<file path="src/rtl/eis_pkg.sv">
package eis_pkg;
  typedef enum logic [1:0] {
    SENSE_LOW  = 2'd0,
    SENSE_FALL = 2'd1,
    SENSE_RISE = 2'd2,
    SENSE_BOTH = 2'd3
  } sense_e;
endpackage

</file>
<file path="src/rtl/eis_sync.sv">
// Two-flop synchroniser; idles high so released pins raise no event.
module eis_sync #(
  parameter int W = 8
) (
  input  logic         clk,
  input  logic         rst_n,
  input  logic [W-1:0] d_i,
  output logic [W-1:0] q_o
);
  logic [W-1:0] meta_q;

  always_ff @(posedge clk or negedge rst_n) begin
    if (!rst_n) begin
      meta_q <= '1;
      q_o    <= '1;
    end else begin
      meta_q <= d_i;
      q_o    <= meta_q;
    end
  end
endmodule

</file>
<file path="src/rtl/eis_detect.sv">
// Per-pin condition detector: compares the current sample with the last one.
module eis_detect
  import eis_pkg::*;
#(
  parameter int W = 8
) (
  input  logic           clk,
  input  logic           rst_n,
  input  logic [W-1:0]   samp_i,
  input  logic [2*W-1:0] sense_i,
  output logic [W-1:0]   prev_o,
  output logic [W-1:0]   event_o
);
  always_ff @(posedge clk or negedge rst_n) begin
    if (!rst_n) prev_o <= '1;
    else        prev_o <= samp_i;
  end

  for (genvar g = 0; g < W; g++) begin : g_pin
    sense_e code;
    assign code = sense_e'(sense_i[2*g +: 2]);
    always_comb begin
      unique case (code)
        SENSE_LOW:  event_o[g] = ~samp_i[g];
        SENSE_FALL: event_o[g] = prev_o[g] & ~samp_i[g];
        SENSE_RISE: event_o[g] = ~prev_o[g] & samp_i[g];
        SENSE_BOTH: event_o[g] = prev_o[g] ^ samp_i[g];
        default:    event_o[g] = 1'b0;
      endcase
    end
  end
endmodule

</file>
<file path="src/rtl/eis_regs.sv">
// Sense-code and status registers with the simple register port.
module eis_regs #(
  parameter int                W          = 8,
  parameter int                ADDR_W     = 8,
  parameter int                DATA_W     = 32,
  parameter logic [ADDR_W-1:0] STATUS_OFS = 8'h10,
  parameter logic [ADDR_W-1:0] SENSE_OFS  = 8'h14
) (
  input  logic             clk,
  input  logic             rst_n,
  input  logic             bus_en,
  input  logic             bus_we,
  input  logic [ADDR_W-1:0] bus_addr,
  input  logic [DATA_W-1:0] bus_wdata,
  output logic [DATA_W-1:0] bus_rdata,
  input  logic [W-1:0]     event_i,
  output logic [2*W-1:0]   sense_o,
  output logic [W-1:0]     status_o
);
  localparam int SW = 2 * W;

  logic wr_status, wr_sense;
  logic [W-1:0] keep_mask;
  logic unused_wdata_hi;

  assign wr_status = bus_en && bus_we && (bus_addr == STATUS_OFS);
  assign wr_sense  = bus_en && bus_we && (bus_addr == SENSE_OFS);
  assign keep_mask = wr_status ? bus_wdata[W-1:0] : '1;
  assign unused_wdata_hi = ^bus_wdata[DATA_W-1:SW];

  always_ff @(posedge clk or negedge rst_n) begin
    if (!rst_n) begin
      sense_o  <= '0;
      status_o <= '0;
    end else begin
      if (wr_sense) sense_o <= bus_wdata[SW-1:0];
      // event wins over a same-cycle clear
      status_o <= (status_o & keep_mask) | event_i;
    end
  end

  always_comb begin
    bus_rdata = '0;
    if (bus_en && !bus_we) begin
      if (bus_addr == STATUS_OFS)     bus_rdata[W-1:0]  = status_o;
      else if (bus_addr == SENSE_OFS) bus_rdata[SW-1:0] = sense_o;
    end
  end
endmodule

</file>
<file path="src/rtl/ext_irq_sense_unit.sv">
module ext_irq_sense_unit #(
  parameter int NUM_PINS = 8,
  parameter int ADDR_W   = 8,
  parameter int DATA_W   = 32
) (
  input  logic                clk,
  input  logic                rst_n,
  input  logic [NUM_PINS-1:0] pin_i,
  input  logic                bus_en,
  input  logic                bus_we,
  input  logic [ADDR_W-1:0]   bus_addr,
  input  logic [DATA_W-1:0]   bus_wdata,
  output logic [DATA_W-1:0]   bus_rdata,
  output logic [NUM_PINS-1:0] irq_o
);
  localparam int SW = 2 * NUM_PINS;

  logic [NUM_PINS-1:0] pin_now, pin_prev, pin_event, status_q;
  logic [SW-1:0]       sense_q;

  eis_sync #(.W(NUM_PINS)) i_sync (
    .clk(clk), .rst_n(rst_n), .d_i(pin_i), .q_o(pin_now)
  );

  eis_detect #(.W(NUM_PINS)) i_detect (
    .clk(clk), .rst_n(rst_n), .samp_i(pin_now), .sense_i(sense_q),
    .prev_o(pin_prev), .event_o(pin_event)
  );

  eis_regs #(.W(NUM_PINS), .ADDR_W(ADDR_W), .DATA_W(DATA_W)) i_regs (
    .clk(clk), .rst_n(rst_n), .bus_en(bus_en), .bus_we(bus_we),
    .bus_addr(bus_addr), .bus_wdata(bus_wdata), .bus_rdata(bus_rdata),
    .event_i(pin_event), .sense_o(sense_q), .status_o(status_q)
  );

  assign irq_o = status_q;
endmodule

</file>
<file path="config.mk">
export PLATFORM = sky130hd
export DESIGN_NAME = ext_irq_sense_unit
export DESIGN_NICKNAME = d
export VERILOG_FILES = /design/src/rtl/eis_pkg.sv /design/src/rtl/eis_sync.sv /design/src/rtl/eis_detect.sv /design/src/rtl/eis_regs.sv /design/src/rtl/ext_irq_sense_unit.sv
export SDC_FILE = /design/constraint.sdc
export NUM_CORES = 1
export LEC_CHECK = 0
export ABC_AREA = 1
export BUFFER_PORTS_ARGS = -buffer_cell sky130_fd_sc_hd__buf_2
export CORE_ASPECT_RATIO = 0.6
export CORE_UTILIZATION = 30
export DETAILED_ROUTE_END_ITERATION = 10
export GPL_ROUTABILITY_DRIVEN = 0
export PLACE_DENSITY = 0.59
export SYNTH_ARGS = -nofsm -noshare
export SYNTH_HDL_FRONTEND = slang
export SYNTH_HIERARCHICAL = 1
export SYNTH_SLANG_ARGS = --single-unit
export TNS_END_PERCENT = 50
</file>
<file path="constraint.sdc">
create_clock -name clk -period 1.96 [get_ports clk]
set_clock_uncertainty 0.2 [all_clocks]
set_input_delay 0.196 -clock clk [delete_from_list [all_inputs] [get_ports clk]]
set_output_delay 0.196 -clock clk [all_outputs]
set_load 0.02 [all_outputs]
</file>
* Yosys cells after proc, flatten, opt, wreduce, memory -nomap -nowiden
Index checks and enable logic that the tools add are counted.
** Word-level totals
- Register bits :: 48
- Latch bits :: 0
- Bits in writable memories :: 0
- Memory bits (read-only) :: 0
- Input bits :: 52
- Logic and storage cells :: 99
- Memories :: 0
** Cells by class
- Add/sub/neg operators :: 0
- Multipliers :: 0
- Div/mod/pow operators :: 0
- $lt $le $gt $ge :: 0
- Eq/ne operators :: 26
- Shift-type cells :: 0
- Multiplexer cells :: 13
- Bitwise operators :: 42
- Reductions and logical operators :: 13
** Operators by type and width (number)
- == test 2 bit, second input constant :: 16
- two-way mux 16 bit :: 2
- one-hot mux 1 bit (4 select lines) :: 8
- two-way mux 8 bit :: 3
- bitwise AND 1 bit :: 16
- == test 2 x 1 -> 1 bit, second input constant :: 8
- == test 8 x 5 -> 1 bit, second input constant :: 2
- zero test 2 bit :: 8
- NOT 1 bit :: 16
- bitwise AND 8 bit :: 1
- bitwise OR 8 bit :: 1
- XOR 1 bit :: 8
- logical AND 1 bit :: 4
- zero test 1 bit :: 1

* Logic depth before layout (Yosys ltp)
- Depth after elaboration :: 5
- Gate-level depth with buffers :: 8
- Gate-level depth less buffers :: 8

* Hierarchy
Netlist, hierarchy kept.
** By module, submodules not included
- eis_regs :: instances 1, cells each 208, area each 1635.3 um^2, seq. area each 600.6 um^2
- eis_detect :: instances 1, cells each 128, area each 820.8 um^2, seq. area each 210.2 um^2
- eis_sync :: instances 1, cells each 16, area each 420.4 um^2, seq. area each 420.4 um^2

* Worst setup path after synthesis
No wires, ideal clock.
- Kind :: input to output
- From :: in bus_addr[1]
- To :: out bus_rdata[0]
- Arrival :: 1.061 ns
- Data required time :: 1.564 ns
- Slack :: 0.503 ns
- Stages on the path :: 6
- Buffers on the path :: 1
- Path through :: nor2_2 > nand2_2 > nor2_4 > buf_6 > nand2_2 > a21oi_2
** Between the ends
- Cells in the longest elaborated chain, start to end :: 4
** RTL lines
- start: declaration :: RTL line ext_irq_sense_unit.sv:11 : input logic [ADDR_W-1:0] bus_addr,
- == test 8 x 5 -> 1 bit :: RTL line eis_regs.sv:46 : else if (bus_addr == SENSE_OFS) bus_rdata[SW-1:0] = sense_o;
- two-way mux 16 bit :: RTL line eis_regs.sv:46
- two-way mux 8 bit * :: RTL line eis_regs.sv:45 : if (bus_addr == STATUS_OFS) bus_rdata[W-1:0] = status_o;
- two-way mux 16 bit * :: RTL line eis_regs.sv:44 : if (bus_en && !bus_we) begin
- end: declaration :: RTL line ext_irq_sense_unit.sv:13 : output logic [DATA_W-1:0] bus_rdata,
Every way passes the cells marked *; elsewhere a longest branch is shown, timed or not.

* Final worst setup path
- From :: reg i_regs.sense_o[1]
- To :: out bus_rdata[1]
** Between the ends
- Cells in the longest elaborated chain, start to end :: 3
** RTL lines
- start: declaration :: RTL line eis_regs.sv:17 : output logic [2*W-1:0] sense_o,
- start signal: assignment :: RTL line eis_regs.sv:36 : if (wr_sense) sense_o <= bus_wdata[SW-1:0];
- two-way mux 16 bit :: RTL line eis_regs.sv:46
- two-way mux 8 bit :: RTL line eis_regs.sv:45
- two-way mux 16 bit :: RTL line eis_regs.sv:44
Every way passes these cells.

==> run metrics <==
count of final setup violators 0; PnR worst setup slack 249 ps; Leak 2.01 nW; Post-Syn Area 2880 um^2; CP endpoint kind output port; Post-synth top cells nand2_1, inv_1, nand3_1; count leader, synth nand2_1; Post-CTS Resized 0; initial antenna violation count 0; Hold Vio Cnt, Final 0; filler instances 929; max_slew headroom 0.639; Post-synth EDFFs 0; Yosys cell types 23; # rows 27; share of cells above drive strength 1 0.330; Max Buffers Root-to-Sink 2; Max IR drop VDD 0.484 mV; Crit Path Max Fanout 4; area occupied by multi-input gates 1250 um^2; Mapped Cells 352; die area 10000 um^2; Die Width 128 um; vias 2307; Starting Density 0.312; IO Port Bufs 59; drt pass-1 iters 4; gr ovfl total 0; Total Wirelength 6.26 mm; CORE AREA 9220 um^2; Period minus WS final 1710 ps; H-tree depth 2; Layout area overhead 28.8%; CTS tree built; Max Clk Rate 584 MHz; largest net degree at the start of global routing 22; worst endpoint required time 1560 ps; Hold/Removal Path Class register to register; CTS sink count 48; Die Height 77.9 um; Pwr Density 633 nW/um^2; number of I/O pins 92; DR vias/cell 4.03; n_diodes 0; Synth area leaders dfstp_2, dfrtp_1, nand2_1; fin cells 573; wire length of the first global-routing pass 10.6 mm; Routed Antenna Nets 0; Slew Limit Fails 0; CP startpoint kind register; dpl cells 540; Yosys reg bits 48; Clock Latency Late Sink 280 ps; Final nets 510; post-synth top area share 0.219; Max Cap Violations 0; GRT Total Usage 0.134; Seq/Total Area, Yosys 0.428; root buffer cell clkbuf_16; vias in the first global route 2297; Final period util 0.873; Synth Area per Inst 8.17 um^2; TritonCTS buffer count 5; DRT iter0 DRCs 130; CP Data Arrival Time 1320 ps; pre-CTS worst setup slack 285 ps; Residual DRC 0; WS Path Type register to output port; Top FF cell, synth dfstp_2; worst slew pin tran 541 ps; Yosys top cell by area dfstp_2; WL/cell 10.9 um; run status completed; RSZ-0062 raised after global routing false; setup_tns 0 ps; Reg clk slew, reported paths 70 ps; Post-synth ARST share 1.00; Synth Warn # 6; post-CTS setup buffer count 0; dpl hpwl 4.70 mm; register area 1230 um^2
## placed cells by master, fill, tap and decap left out, drive strengths merged
cell type / Yosys / routed
inv: 76 / 76
o21ai: 1 / 1
nor2: 19 / 19
a21oi: 8 / 8
buf: 20 / 63
conb: 1 / 16
a21boi: 1 / 1
clkinv: 0 / 1
dfrtp: 24 / 24
clkbuf: 0 / 6
nand3: 32 / 32
nand2: 130 / 130
dfstp: 24 / 24
bufinv: 0 / 1
dlygate4sd3: 0 / 25
ha: 16 / 16
## layout make-up
type / count / share of cell area
Inverter: 76 / 0.0770
Clock inverter: 2 / 0.0105
Sequential cell: 48 / 0.332
Clock buffer: 6 / 0.0375
Multi-Input combinational cell: 223 / 0.337
Timing Repair Buffer: 88 / 0.162
Tap cell: 130 / 0.0439
## stage by stage
stage / cell area, um^2 / utilization / power, W / hold WS, ps
CTS: 3710 / 0.402 / 0.00238 / 151
floorplan: 2930 / - / 0.00124 / -300
detailed placement: 3280 / 0.355 / 0.00132 / -5.21
finish: 3710 / 0.402 / 0.00234 / 149
global placement: 3280 / 0.355 / 0.00131 / -9.55
global route: 3710 / 0.402 / 0.00246 / 150
## flip-flops by register name (all words and copies together), names as in the netlist
signal and cells:
i_detect/prev_o 8, i_regs/sense_o 16, i_regs/status_o 8, i_sync/meta_q 8
i_sync/q_o 8
## cells by family after synthesis
group                      synth area share
and+or+nand+nor                       0.316
buffers and inverters                 0.157
DFF                                   0.428
adders and majority gates            0.0696
AOI/OAI and AO/OA                    0.0274
other                               0.00130
## timing repair
item | 4_1_cts | 5_1_grt
endpoints found under the hold margin | 30 | 0
endpoints found under the setup margin | 0 | 0
hold buffers | 25 | 0
## report_power, final
| group | internal [W] | switching [W] | total (W) |
|---|---|---|---|
| clock | 0.000639 | 0.000371 | 0.00101 |
| combinational | 0.000108 | 0.000153 | 0.000261 |
| sequential | 0.00105 | 0.0000276 | 0.00107 |
| total | 0.00179 | 0.000552 | 0.00234 |
## worst max-delay path, stage by stage (launching register included)
cell and delay (ps):
dfrtp_1 400, a21boi_0 200, nand2_1 70, a21oi_1 170, buf_2 190
## metal layers
metal / track usage / wire [um]
met5: 0 / 0
met4: 0.0247 / 36
met3: 0.0359 / 348
met2: 0.222 / 2860
met1: 0.177 / 3010
## worst paths after layout
kind                                    from                  to  slack [ps]  depth (start not counted)
max                        i_regs/sense_o[1]        bus_rdata[1]         250                          4
min                         i_sync/meta_q[1]       i_sync/q_o[1]         150                          0
max reg2reg                    i_sync/q_o[6]  i_regs/status_o[6]         450                          7
min reg2reg                 i_sync/meta_q[1]       i_sync/q_o[1]         150                          0
max in group asynchronous              rst_n  i_detect/prev_o[6]         750                          3
min in group asynchronous              rst_n   i_regs/sense_o[4]         220                          2
Note: power is estimated with default switching activity, not from simulation.
